## config.mk

```make
export PLATFORM = sky130hd
export DESIGN_NAME = crtest_wb
export DESIGN_NICKNAME = d
export VERILOG_FILES = /design/src/rtl/crtest_wb.sv
export SDC_FILE = /design/constraint.sdc
export NUM_CORES = 1
export LEC_CHECK = 0
export ABC_AREA = 1
export BUFFER_PORTS_ARGS = -buffer_cell sky130_fd_sc_hd__buf_4
export CORE_ASPECT_RATIO = 1.25
export CORE_MARGIN = 2
export CORE_UTILIZATION = 38
export DETAILED_ROUTE_END_ITERATION = 16
export PLACE_DENSITY = 0.61
export SYNTH_ARGS = -nofsm -noshare
export SYNTH_HDL_FRONTEND = slang
export SYNTH_SLANG_ARGS = --single-unit
```

## constraint.sdc

```tcl
create_clock -name clk -period 3.7 [get_ports clk]
set_input_delay 0.185 -clock clk [delete_from_list [all_inputs] [get_ports clk]]
set_output_delay 0.185 -clock clk [all_outputs]
set_load 0.02 [all_outputs]
```

## src/rtl/crtest_wb.sv

```systemverilog
module crtest_wb #(
  parameter int XLEN  = 16,
  parameter int MAXVL = 8,
  parameter int RIDX  = 6,
  parameter int CIDX  = 6,
  localparam int VLW  = $clog2(MAXVL + 1)
) (
  input  logic                  clk,
  input  logic                  rst_n,
  input  logic                  start,
  input  logic [VLW-1:0]        vl,
  input  logic [RIDX-1:0]       rt_base,
  input  logic [CIDX-1:0]       cr_offs,
  input  logic                  op_sub,
  input  logic                  rc,
  input  logic                  rc1,
  input  logic [1:0]            flag_sel,
  input  logic                  flag_want,
  input  logic                  zero_en,
  input  logic [MAXVL-1:0]      pred,
  input  logic [MAXVL*XLEN-1:0] op_a,
  input  logic [MAXVL*XLEN-1:0] op_b,
  output logic                  busy,
  output logic                  done,
  output logic                  cr_we,
  output logic [CIDX-1:0]       cr_idx,
  output logic [2:0]            cr_flags,
  output logic                  rd_we,
  output logic [RIDX-1:0]       rd_idx,
  output logic [XLEN-1:0]       rd_data
);
  logic                  busy_q, done_q;
  logic [VLW-1:0]        vl_q, idx_q;
  logic [RIDX-1:0]       rt_q;
  logic [CIDX-1:0]       offs_q;
  logic                  sub_q, rc_q, rc1_q, want_q, zen_q;
  logic [1:0]            sel_q;
  logic [MAXVL-1:0]      pred_q;
  logic [MAXVL*XLEN-1:0] a_q, b_q;

  wire [VLW-1:0] vl_cl = (vl > VLW'(MAXVL)) ? VLW'(MAXVL) : vl;

  always_ff @(posedge clk or negedge rst_n) begin
    if (!rst_n) begin
      busy_q <= 1'b0;
      done_q <= 1'b0;
      vl_q   <= '0;
      idx_q  <= '0;
      rt_q   <= '0;
      offs_q <= '0;
      sub_q  <= 1'b0;
      rc_q   <= 1'b0;
      rc1_q  <= 1'b0;
      want_q <= 1'b0;
      zen_q  <= 1'b0;
      sel_q  <= '0;
      pred_q <= '0;
      a_q    <= '0;
      b_q    <= '0;
    end else begin
      done_q <= 1'b0;
      if (!busy_q && start) begin
        vl_q   <= vl_cl;
        idx_q  <= '0;
        rt_q   <= rt_base;
        offs_q <= cr_offs;
        sub_q  <= op_sub;
        rc_q   <= rc;
        rc1_q  <= rc1;
        want_q <= flag_want;
        zen_q  <= zero_en;
        sel_q  <= flag_sel;
        pred_q <= pred;
        a_q    <= op_a;
        b_q    <= op_b;
        if (vl_cl == '0) done_q <= 1'b1;
        else             busy_q <= 1'b1;
      end else if (busy_q) begin
        idx_q <= idx_q + 1'b1;
        if (idx_q == vl_q - 1'b1) begin
          busy_q <= 1'b0;
          done_q <= 1'b1;
        end
      end
    end
  end

  wire [XLEN-1:0] ea  = a_q[int'(idx_q)*XLEN +: XLEN];
  wire [XLEN-1:0] eb  = b_q[int'(idx_q)*XLEN +: XLEN];
  wire [XLEN-1:0] res = sub_q ? ea - eb : ea + eb;

  wire lt = res[XLEN-1];
  wire eq = (res == '0);
  wire gt = !lt && !eq;
  wire [3:0] fl4 = {1'b0, eq, gt, lt};
  wire pass = (fl4[sel_q] == want_q);

  wire act  = busy_q && |(pred_q & (MAXVL'(1) << idx_q));
  wire keep = act && pass && !rc1_q;

  assign busy     = busy_q;
  assign done     = done_q;
  assign cr_we    = act && (rc_q || rc1_q);
  assign cr_idx   = offs_q + CIDX'(idx_q);
  assign cr_flags = {lt, gt, eq};
  assign rd_we    = keep || (busy_q && zen_q);
  assign rd_idx   = rt_q + RIDX'(idx_q);
  assign rd_data  = keep ? res : '0;
endmodule

```

==> flow_metrics.py, run 1 <==
metrics = {
    "drt": {
        "wl_mm": 56.5,
        "dr.pass1.iters": 7,
        "wl_met3_mm": 2.47,
        "top_layer": "met4",
        "drt_first_iter_violations": 934,
        "met1_length_mm": 22.8,
        "drc": 0,
        "antenna_left": 0,
        "via_count": 16234,
        "wl_per_cell_um": 17.1,
        "viasPerCell": 4.93,
        "wl_met2_mm": 28.6,
    },
    "floorplanning": {
        "die_x_um": 183,
        "core_um2": 39900,
        "placement_rows": 82,
        "io_pins": 325,
        "initial_core_util_pct": 38.3,
        "die-area_um2": 41900,
        "dieHeight_um": 228,
    },
    "grt": {
        "grt_usage_pct": 26.7,
        "antenna_found_initial": 1,
        "grt_max_degree": 187,
        "grt_pass1_vias": 16912,
        "grt-ovfl-total": 0,
        "grt_pass1_wl_mm": 88.5,
    },
    "setup_path": {
        "endpoint_kind": "output pin",
        "worstPathArrival_ns": 4.84,
        "cp_slowest_cell": "dfrtp_4",
        "crit_top_cell": "nand3_2",
        "start_kind": "flop",
        "slowest_delay_ns": 0.57,
        "crit_fanout": 9,
        "path_class": "reg2out",
        "regToRegStartpoint": "busy",
        "crit_path_start": "idx_q[0]",
        "cp_data_required_time_ns": 3.51,
    },
    "cells_and_area": {
        "final_nets": 3092,
        "final_layout_size_suffix_gt1_share_pct": 22.7,
        "area_delta_synth_final_pct": 56.3,
    },
    "clocking": {
        "cts.path.max_buffers": 3,
        "clkTransAtPathRegs_ns": 0.06,
        "cts_buffers": 30,
        "cts.htree.levels": 1,
        "cts_tree": "done",
        "clk_latency_ns": 0.58,
        "clock-root-buffer": "clkbuf_16",
        "clkSinkCount": 293,
    },
    "timing": {
        "setup_viol": 20,
        "layout_setup_ws_ns": -1.33,
        "hold_viol_final": 0,
        "maxSlewViolCount": 0,
        "skew_ns": 0.0148,
        "tightest_slew_ns": 0.939,
        "finalCritPeriodShare_pct": 136,
        "finalSetupTns_ns": -24.32,
        "maxSlewHeadroom_pct": 37.4,
        "rsz0062_at_grt": "true",
        "fmax_ghz": 0.199,
        "period_minus_slack_ns": 5.03,
    },
    "placement": {
        "io_buffers": 324,
        "place_congestion": 0.919,
        "place_ws_ns": -0.945,
        "post-dp-hpwl_mm": 37.5,
    },
    "pwr": {
        "cell_internal_pwr_uw": 15000,
        "ir_drop_mv": 0.826,
        "p_sw_uw": 12700,
        "power_frac_clock_pct": 12.2,
        "leakagePower_uw": 0.0121,
        "p_total_uw": 27700,
        "p_comb_share_pct": 67.9,
        "p_seq_share_pct": 19.8,
        "switching_share_pct": 45.8,
        "p_per_area_nw_per_um2": 1160,
    },
    "logic_synthesis": {
        "avgSynthCellArea_um2": 7.28,
        "synthMostInstantiatedCell": "nand2_1",
        "async_flop_share_pct": 100,
        "synth_largest_area_cell": "dfrtp_1",
        "synth_edf_count": 0,
        "synth.top_cell.area_share_pct": 48.0,
        "synth_nets": 2425,
        "synth-main-ff-cell": "dfrtp_1",
        "ys_ff_latch": 293,
        "netlist-cell-type-count": 37,
        "synth_cells": 2101,
        "netlist_top_cells_count": "873 x nand2_1, 293 x dfrtp_1, 203 x nor2_1",
        "synth_seq_area_share_pct": 48.0,
        "syn-cell-area_um2": 15300,
        "ys_warn_count": 0,
        "ys_top_cells_by_area": "dfrtp_1 48%, nand2_1 21%, o21ai_0 6.2%, nor2_1 5.0%, inv_1 4.0%",
    },
    "outcome": {
        "violations": "setup timing",
        "status": "complete, but fails checks",
    },
    "job": {
        "max_cap_viol_count": 0,
    },
    "worst_hold_path": {
        "hp-class": "in2async",
    },
}
-- registers in the layout, indices dropped and copies added (netlist names) --
signal,cells
sub_q,1
offs_q,6
want_q,1
rc_q,1
pred_q,8
rc1_q,1
b_q,128
vl_q,4
done,1
busy,1
idx_q,4
zen_q,1
rt_q,6
a_q,128
sel_q,2
-- path summary, 6_finish.rpt --
| path | end | slack [ns] | cells past startpoint |
|---|---|---|---|
| max | rd_data[9] | -1.33 | 30 |
| min | b_q[27] | 0.25 | 2 |
| max reg2reg | vl_q[2] | 1.24 | 6 |
| min reg2reg | a_q[103] | 0.46 | 2 |
| max in group asynchronous | idx_q[1] | 2.40 | 3 |
| min in group clk | a_q[85] | 0.35 | 4 |
-- logic make-up (layout without fill, tap and decap cells) --
logic type               count (synthesis)  after routing  share of synthesized area (%)
flip-flops                             293            293                           48.0
buffers and inverters                  284            974                           7.59
AND/OR/NAND/NOR                       1202           1202                           30.8
AO/OA/AOI/OAI                          257            257                           8.94
XOR/XNOR                                31             31                           1.78
adder cells (fa/ha/maj)                 34             34                           2.93
other                                    0              1                              0
-- final cells by class --
class                   instances  area [um2]
fillers                      3429       16000
clock inverters                12         235
inverters                     164         636
well taps                     504         631
multi-input cells            1524        7470
flip-flops and latches        293        7340
repair buffers                755        6720
clock buffers                  43         851
diodes                          1        2.50
-- timing repair --
action | 4_1_cts | 5_1_grt
setup endpoints to repair | 20 | 20
pin swaps | 39 | 26
hold endpoints to repair | 405 | 0
resized for setup | 104 | 49
hold buffers | 292 | 0
buffers inserted | 11 | 6
cloned | 1 | 0
-- per-layer routing --
layer / track usage, % / vias to the layer above
met2: 47.8 / 513
met1: 32.7 / 7711
met5: 0 / -
li1: - / 7883
met3: 2.60 / 127
met4: 11.1 / 0
-- worst max-delay path, delay by kind of cell (launching register included) --
family                     cells  cell delay, ns
and+or+nand+nor               19            1.91
adders and majority gates      1            0.30
buffers and inverters          7            1.01
xor gates and xnor gates       1            0.13
AOI/OAI and AO/OA              2            0.33
DFF                            1            0.57
-- power by group through the flow --
| stage | clock network, uW | logic (uW) | registers (uW) |
|---|---|---|---|
| 2_1_floorplan | 0 | 9250 | 5240 |
| 3_3_place_gp | 0 | 15800 | 5480 |
| 3_5_place_dp | 0 | 15800 | 5510 |
| 4_1_cts | 3430 | 18000 | 5480 |
| 5_1_grt | 3560 | 20600 | 5660 |
| 6_report | 3380 | 18800 | 5500 |
-- layout by cell type (no fill, tap or decap), types with 16 or more instances in the layout --
master and count:
nand2_1 856, buf_4 418, dlygate4sd3_1 292, dfrtp_1 291, o21ai_0 179, nor2_1 177, inv_1 151, nand3_1 84
clkbuf_16 31, buf_6 28, nand3_2 22, nor2_4 20, ha_1 20, o22ai_1 19, nand2_2 16
-- per-stage QoR --
stage	std cells	instance area, um2	util, %	hold slack (ns)
floorplan	2101	15500	-	-0.111
global placement	2935	19100	47.8	0.339
detailed placement	2935	19100	47.8	0.335
CTS	3289	23600	59.3	0.323
global route	3296	23900	59.9	0.338
finish	3296	23900	59.9	0.255
No activity file was read; power rests on OpenSTA's default activity.
==> run 2, diff against run 1 <==
CORE_ASPECT_RATIO = default   (was 1.25)
CORE_MARGIN = default   (was 2)
SLEW_MARGIN = 25   (was default)
==> run 2 against run 1 <==
Compared with the run above: the run still ends with setup timing left; total power increased by 4.4%; final cell count grew 1.9%; clock-buffer cell count up 7; combinational power increased by 6%; clock skew up 0.0025 ns.
==> flow_metrics.py, run 2 (synthesis gave the netlist of run 1 again) <==
metrics = {
    "outcome": {
        "status": "complete, but fails checks",
        "violations": "setup timing",
    },
    "placement": {
        "place_congestion": 0.944,
        "post-dp-hpwl_mm": 37.5,
        "io_buffers": 324,
        "placed_cells": 2971,
    },
    "clocking": {
        "cts.path.max_buffers": 3,
        "clkSinkCount": 293,
        "clock-root-buffer": "clkbuf_16",
        "clk_latency_ns": 0.53,
        "clkTransAtPathRegs_ns": 0.06,
        "cts_tree": "done",
        "cts.htree.levels": 2,
        "cts_buffers": 34,
    },
    "timing": {
        "setup_viol": 20,
        "maxSlewViolCount": 0,
        "skew_ns": 0.0173,
        "tightest_slew_ns": 1.07,
        "hold_slack_ns": 0.347,
        "finalCritPeriodShare_pct": 139,
        "maxSlewHeadroom_pct": 28.5,
        "period_minus_slack_ns": 5.15,
        "rsz0062_at_grt": "true",
        "fmax_ghz": 0.194,
        "layout_setup_ws_ns": -1.45,
        "hold_viol_final": 0,
    },
    "floorplanning": {
        "core_um2": 39700,
        "die-area_um2": 41000,
        "initial_core_util_pct": 38.5,
        "io_pins": 325,
        "placement_rows": 73,
        "dieHeight_um": 203,
        "die_x_um": 203,
    },
    "pwr": {
        "ir_drop_mv": 0.896,
        "p_per_area_nw_per_um2": 1180,
        "leakagePower_uw": 0.0124,
    },
    "drt": {
        "viasPerCell": 4.93,
        "antenna_left": 0,
        "wl_mm": 58.1,
        "via_count": 16580,
        "drt_first_iter_violations": 948,
        "drc": 0,
        "wl_per_cell_um": 17.3,
        "dr.pass1.iters": 6,
    },
    "setup_path": {
        "slowest_delay_ns": 0.50,
        "worstSetupPathDepth": 31,
        "cp_top_family": "simple AND/OR/NAND/NOR gates",
        "start_kind": "flop",
        "reg2reg_depth": 5,
        "crit_path_start": "idx_q[0]",
        "r2r_slack_ns": 1.52,
        "worstPathArrival_ns": 4.96,
        "cp_slowest_cell": "dfrtp_4",
        "crit_fanout": 8,
        "crit_top_cell": "nand3_2",
        "worst-path-buf-inv": 5,
        "r2r_end": "b_q[45]",
        "endpoint_kind": "output pin",
        "cp_data_required_time_ns": 3.51,
        "regToRegStartpoint": "busy",
        "endpoint": "rd_data[6]",
        "path_class": "reg2out",
    },
    "grt": {
        "grt_pass1_wl_mm": 90.1,
        "antenna_found_initial": 0,
        "grt_max_degree": 260,
        "grt-ovfl-total": 0,
        "grt_usage_pct": 27.7,
        "grt_pass1_vias": 17076,
    },
    "cells_and_area": {
        "final_nets": 3133,
        "instances_no_fill": 3360,
        "reg_top3": "a_q: 128 flops, b_q: 128 flops, pred_q: 8 flops",
        "layout.cells.most_common_list": "844 x nand2_1, 455 x buf_4, 291 x dfrtp_1",
        "final_layout_size_suffix_gt1_share_pct": 25.0,
        "area_delta_synth_final_pct": 60.3,
        "layout_commonest_cell": "nand2_1",
    },
    "worst_hold_path": {
        "hp-class": "in2async",
    },
    "job": {
        "max_cap_viol_count": 0,
    },
}
## run 2: changes by cell type in the layout (fill, tap and decap cells not counted), moves of 5 or more
| cell | change |
|---|---|
| buf_4 | +37 |
| nand2_1 | -12 |
| nand2_2 | +5 |
| nand2_4 | +6 |
| o21ai_1 | +6 |
| o21ai_0 | -7 |
| nor2_1 | -7 |
| clkbuf_16 | +5 |
| nand3_1 | -5 |
## run 2: area by class of cell
| cell class | count | area [um2] |
|---|---|---|
| Multi-Input combinational cell | 1526 | 7700 |
| Tap cell | 525 | 657 |
| Clock inverter | 11 | 149 |
| Clock buffer | 50 | 1000 |
| Antenna cell | 1 | 2.50 |
| Sequential cell | 293 | 7340 |
| Timing Repair inverter | 1 | 6.26 |
| Inverter | 164 | 631 |
| Timing Repair Buffer | 789 | 7020 |
| Fill cell | 3333 | 15200 |
## run 2: how the worst min path moves through the flow
stage               endpoint  startpoint  cells after the start
global route         b_q[90]    op_b[90]                      4
detailed placement    b_q[9]       rst_n                      1
finish                b_q[9]       rst_n                      2
global placement      b_q[9]       rst_n                      1
CTS                  b_q[93]       rst_n                      2
floorplan             a_q[0]       rst_n                      0
## run 2: per-layer routing
metal	share of wire [%]	global-route usage, %	up-vias
met2	49	47.8	554
met4	3.7	9.91	0
met5	0	0	-
li1	-	-	7977
met3	4.6	3.10	143
met1	42	35.9	7906
## run 2: worst reg2reg max path, delay by kind of cell, from the launching register on
family                 cells  cell delay, ns
and+or+nand+nor            2            0.57
DFF                        1            0.51
buffers and inverters      2            0.83
AOI/OAI and AO/OA          1            0.16
## run 2: power breakdown
group          internal, uW  switching [uW]
Sequential             4710             773
Combinational          8840           11100
Clock                  2100            1400
## run 2: stage by stage
stage / power [uW] / TNS [ns] / cell area, um2 / worst slack [ns] / utilization [%]
CTS: 27100 / -21.11 / 24000 / -1.14 / 60.3
detailed placement: 21200 / -13.32 / 19200 / -0.790 / 48.4
global placement: 21000 / -11.18 / 19200 / -0.671 / 48.4
finish: 28900 / -26.90 / 24500 / -1.45 / 61.7
floorplan: 14500 / -4.56 / 15500 / -0.292 / -
global route: 31000 / -31.49 / 24500 / -1.69 / 61.7
## run 2: timing repair
item / in CTS / in global routing
pin swaps: 34 / 67
cloned: 6 / 1
endpoints found under the setup margin: 20 / 20
resized for setup: 114 / 90
endpoints found under the hold margin: 402 / 0
setup buffers: 18 / 14
hold buffers: 289 / 0
==> run 3, diff against run 2 <==
PLACE_DENSITY = default   (was 0.61)
==> run 3 against run 2 <==
Compared with the run above: the flow still finishes with violations (setup timing); critical endpoint is now rd_data[12]; final cell count about the same; sequential cell count unchanged; largest cell class unchanged; die area unchanged; register-to-register slack lost 0.02 ns; first-iteration DRC count rose by 9.9%; non-clock buffer count shrank 4; clock skew is 0.0049 ns higher; clock power is 2% lower; sequential power increased by 0.7%; total power fell by 0.32%; setup slack gained 0.074 ns; clock-buffer cell count grew 1.
==> flow_metrics.py, run 3 (synthesis gave the netlist of run 1 again) <==
metrics = {
    "setup_path": {
        "cp_top_family": "simple AND/OR/NAND/NOR gates",
        "path_class": "reg2out",
        "worstSetupPathDepth": 30,
        "crit_path_start": "idx_q[0]",
        "crit_fanout": 8,
        "cp_slowest_cell": "dfrtp_4",
        "slowest_delay_ns": 0.52,
        "crit_top_cell": "nor2_4",
        "worstPathArrival_ns": 4.89,
        "r2r_end": "idx_q[1]",
        "worst-path-buf-inv": 5,
        "regToRegStartpoint": "idx_q[0]",
        "r2r_slack_ns": 1.50,
        "reg2reg_depth": 10,
        "endpoint_kind": "output pin",
        "start_kind": "flop",
        "cp_data_required_time_ns": 3.51,
        "endpoint": "rd_data[12]",
    },
    "placement": {
        "place_congestion": 0.868,
        "io_buffers": 324,
        "post-dp-hpwl_mm": 38.0,
        "place_area_um2": 19300,
    },
    "drt": {
        "viasPerCell": 4.89,
        "dr.pass1.iters": 5,
        "via_count": 16422,
        "antenna_left": 0,
        "drt_first_iter_violations": 1042,
        "wl_mm": 57.6,
        "wl_per_cell_um": 17.1,
        "drc": 0,
    },
    "clocking": {
        "clkTransAtPathRegs_ns": 0.06,
        "cts_buffers": 35,
        "cts.htree.levels": 2,
        "clk_latency_ns": 0.53,
        "clock-root-buffer": "clkbuf_16",
        "cts.path.max_buffers": 3,
        "cts_tree": "done",
        "clkSinkCount": 293,
    },
    "timing": {
        "maxSlewViolCount": 0,
        "finalSetupTns_ns": -24.86,
        "setup_viol": 20,
        "maxSlewHeadroom_pct": 26.5,
        "rsz0062_at_grt": "true",
        "hold_viol_final": 0,
        "tightest_slew_ns": 1.10,
        "period_minus_slack_ns": 5.07,
        "fmax_ghz": 0.197,
        "layout_setup_ws_ns": -1.37,
        "finalCritPeriodShare_pct": 137,
        "skew_ns": 0.0222,
    },
    "cells_and_area": {
        "final_layout_size_suffix_gt1_share_pct": 25.3,
        "final_nets": 3131,
        "reg_top3": "a_q: 128 flops, b_q: 128 flops, pred_q: 8 flops",
        "final_util_pct": 61.8,
        "final_area_um2": 24600,
        "layout.cells.most_common_list": "846 x nand2_1, 447 x buf_4, 291 x dfrtp_1",
        "area_delta_synth_final_pct": 60.7,
        "layout_commonest_cell": "nand2_1",
    },
    "floorplanning": {
        "core_um2": 39700,
        "placement_rows": 73,
        "io_pins": 325,
        "die-area_um2": 41000,
        "die_x_um": 203,
        "dieHeight_um": 203,
        "initial_core_util_pct": 38.5,
    },
    "worst_hold_path": {
        "hp-class": "in2reg",
    },
    "outcome": {
        "violations": "setup timing",
        "status": "complete, but fails checks",
    },
    "pwr": {
        "leakagePower_uw": 0.0124,
        "p_per_area_nw_per_um2": 1170,
        "ir_drop_mv": 0.715,
    },
    "grt": {
        "grt-ovfl-total": 0,
        "grt_pass1_wl_mm": 90.3,
        "grt_max_degree": 231,
        "antenna_found_initial": 1,
        "grt_pass1_vias": 17151,
        "grt_usage_pct": 28.0,
    },
    "job": {
        "max_cap_viol_count": 0,
    },
}
run 3: changes by cell type in the layout (fill, tap and decap cells not counted), sizes merged:
| cell | change |
|---|---|
| buf | -3 |
| bufinv | -1 |
| clkbuf | +2 |
| clkinv | -1 |
| diode | +1 |
| dlygate4sd3 | -2 |
| inv | +2 |
run 3: per-layer routing:
metal  up-vias  global-route usage (%)  routed length, um
met2       490                    47.1              27600
met3       122                    4.06               2880
met5         -                       0                  0
met1      7834                    36.1              24800
li1       7976                       -                  -
met4         0                    11.4               2250
run 3: worst reg2reg max path: stages, from the launching register on:
cell,delay [ns]
dfrtp_4,0.52
buf_12,0.17
inv_12,0.07
buf_12,0.13
buf_8,0.14
buf_4,0.12
buf_6,0.16
buf_4,0.21
ha_1,0.26
nand2_1,0.07
o21ai_0,0.19
run 3: worst min-delay path by stage:
stage / slack, ns / endpoint / cells after the start / startpoint
final: 0.07 / b_q[123] / 3 / op_b[123]
after global routing: 0.03 / b_q[123] / 3 / op_b[123]
after CTS: 0.009 / b_q[123] / 3 / op_b[123]
after detailed placement: 0.20 / a_q[113] / 1 / rst_n
after global placement: 0.21 / b_q[9] / 1 / rst_n
after floorplan: -0.11 / a_q[0] / 0 / rst_n
run 3: repair_timing:
action                                 in CTS  in global routing
setup endpoints to repair                  20                 20
hold buffers                              287                  0
endpoints found under the hold margin     358                  0
gates cloned                                6                  3
resized for setup                         116                 88
buffers inserted                           14                 12
pin swaps                                  20                 55
run 3: layout make-up:
class | instances | area [um2]
Tap cell | 525 | 657
Antenna cell | 2 | 5.00
Fill cell | 3395 | 15200
Multi-Input combinational cell | 1526 | 7720
Clock inverter | 10 | 111
Clock buffer | 51 | 1030
Sequential cell | 293 | 7340
Timing Repair Buffer | 785 | 7060
Inverter | 164 | 633
Timing Repair inverter | 2 | 15.0
run 3: where the power goes:
part	internal (uW)	switching [uW]	total, uW
clock	2070	1360	3430
sequential	4710	808	5520
combinational	8910	11000	19900
total	15700	13100	28800
run 3: per-stage QoR:
step	cells	worst slack (ns)	hold WS (ns)	total power, uW
4_1_cts	3341	-1.20	0.00921	27300
3_5_place_dp	2973	-0.893	0.201	21400
5_1_grt	3357	-1.60	0.0299	31100
2_1_floorplan	2101	-0.292	-0.111	14500
3_3_place_gp	2973	-0.857	0.208	21300
6_report	3358	-1.37	0.0686	28800
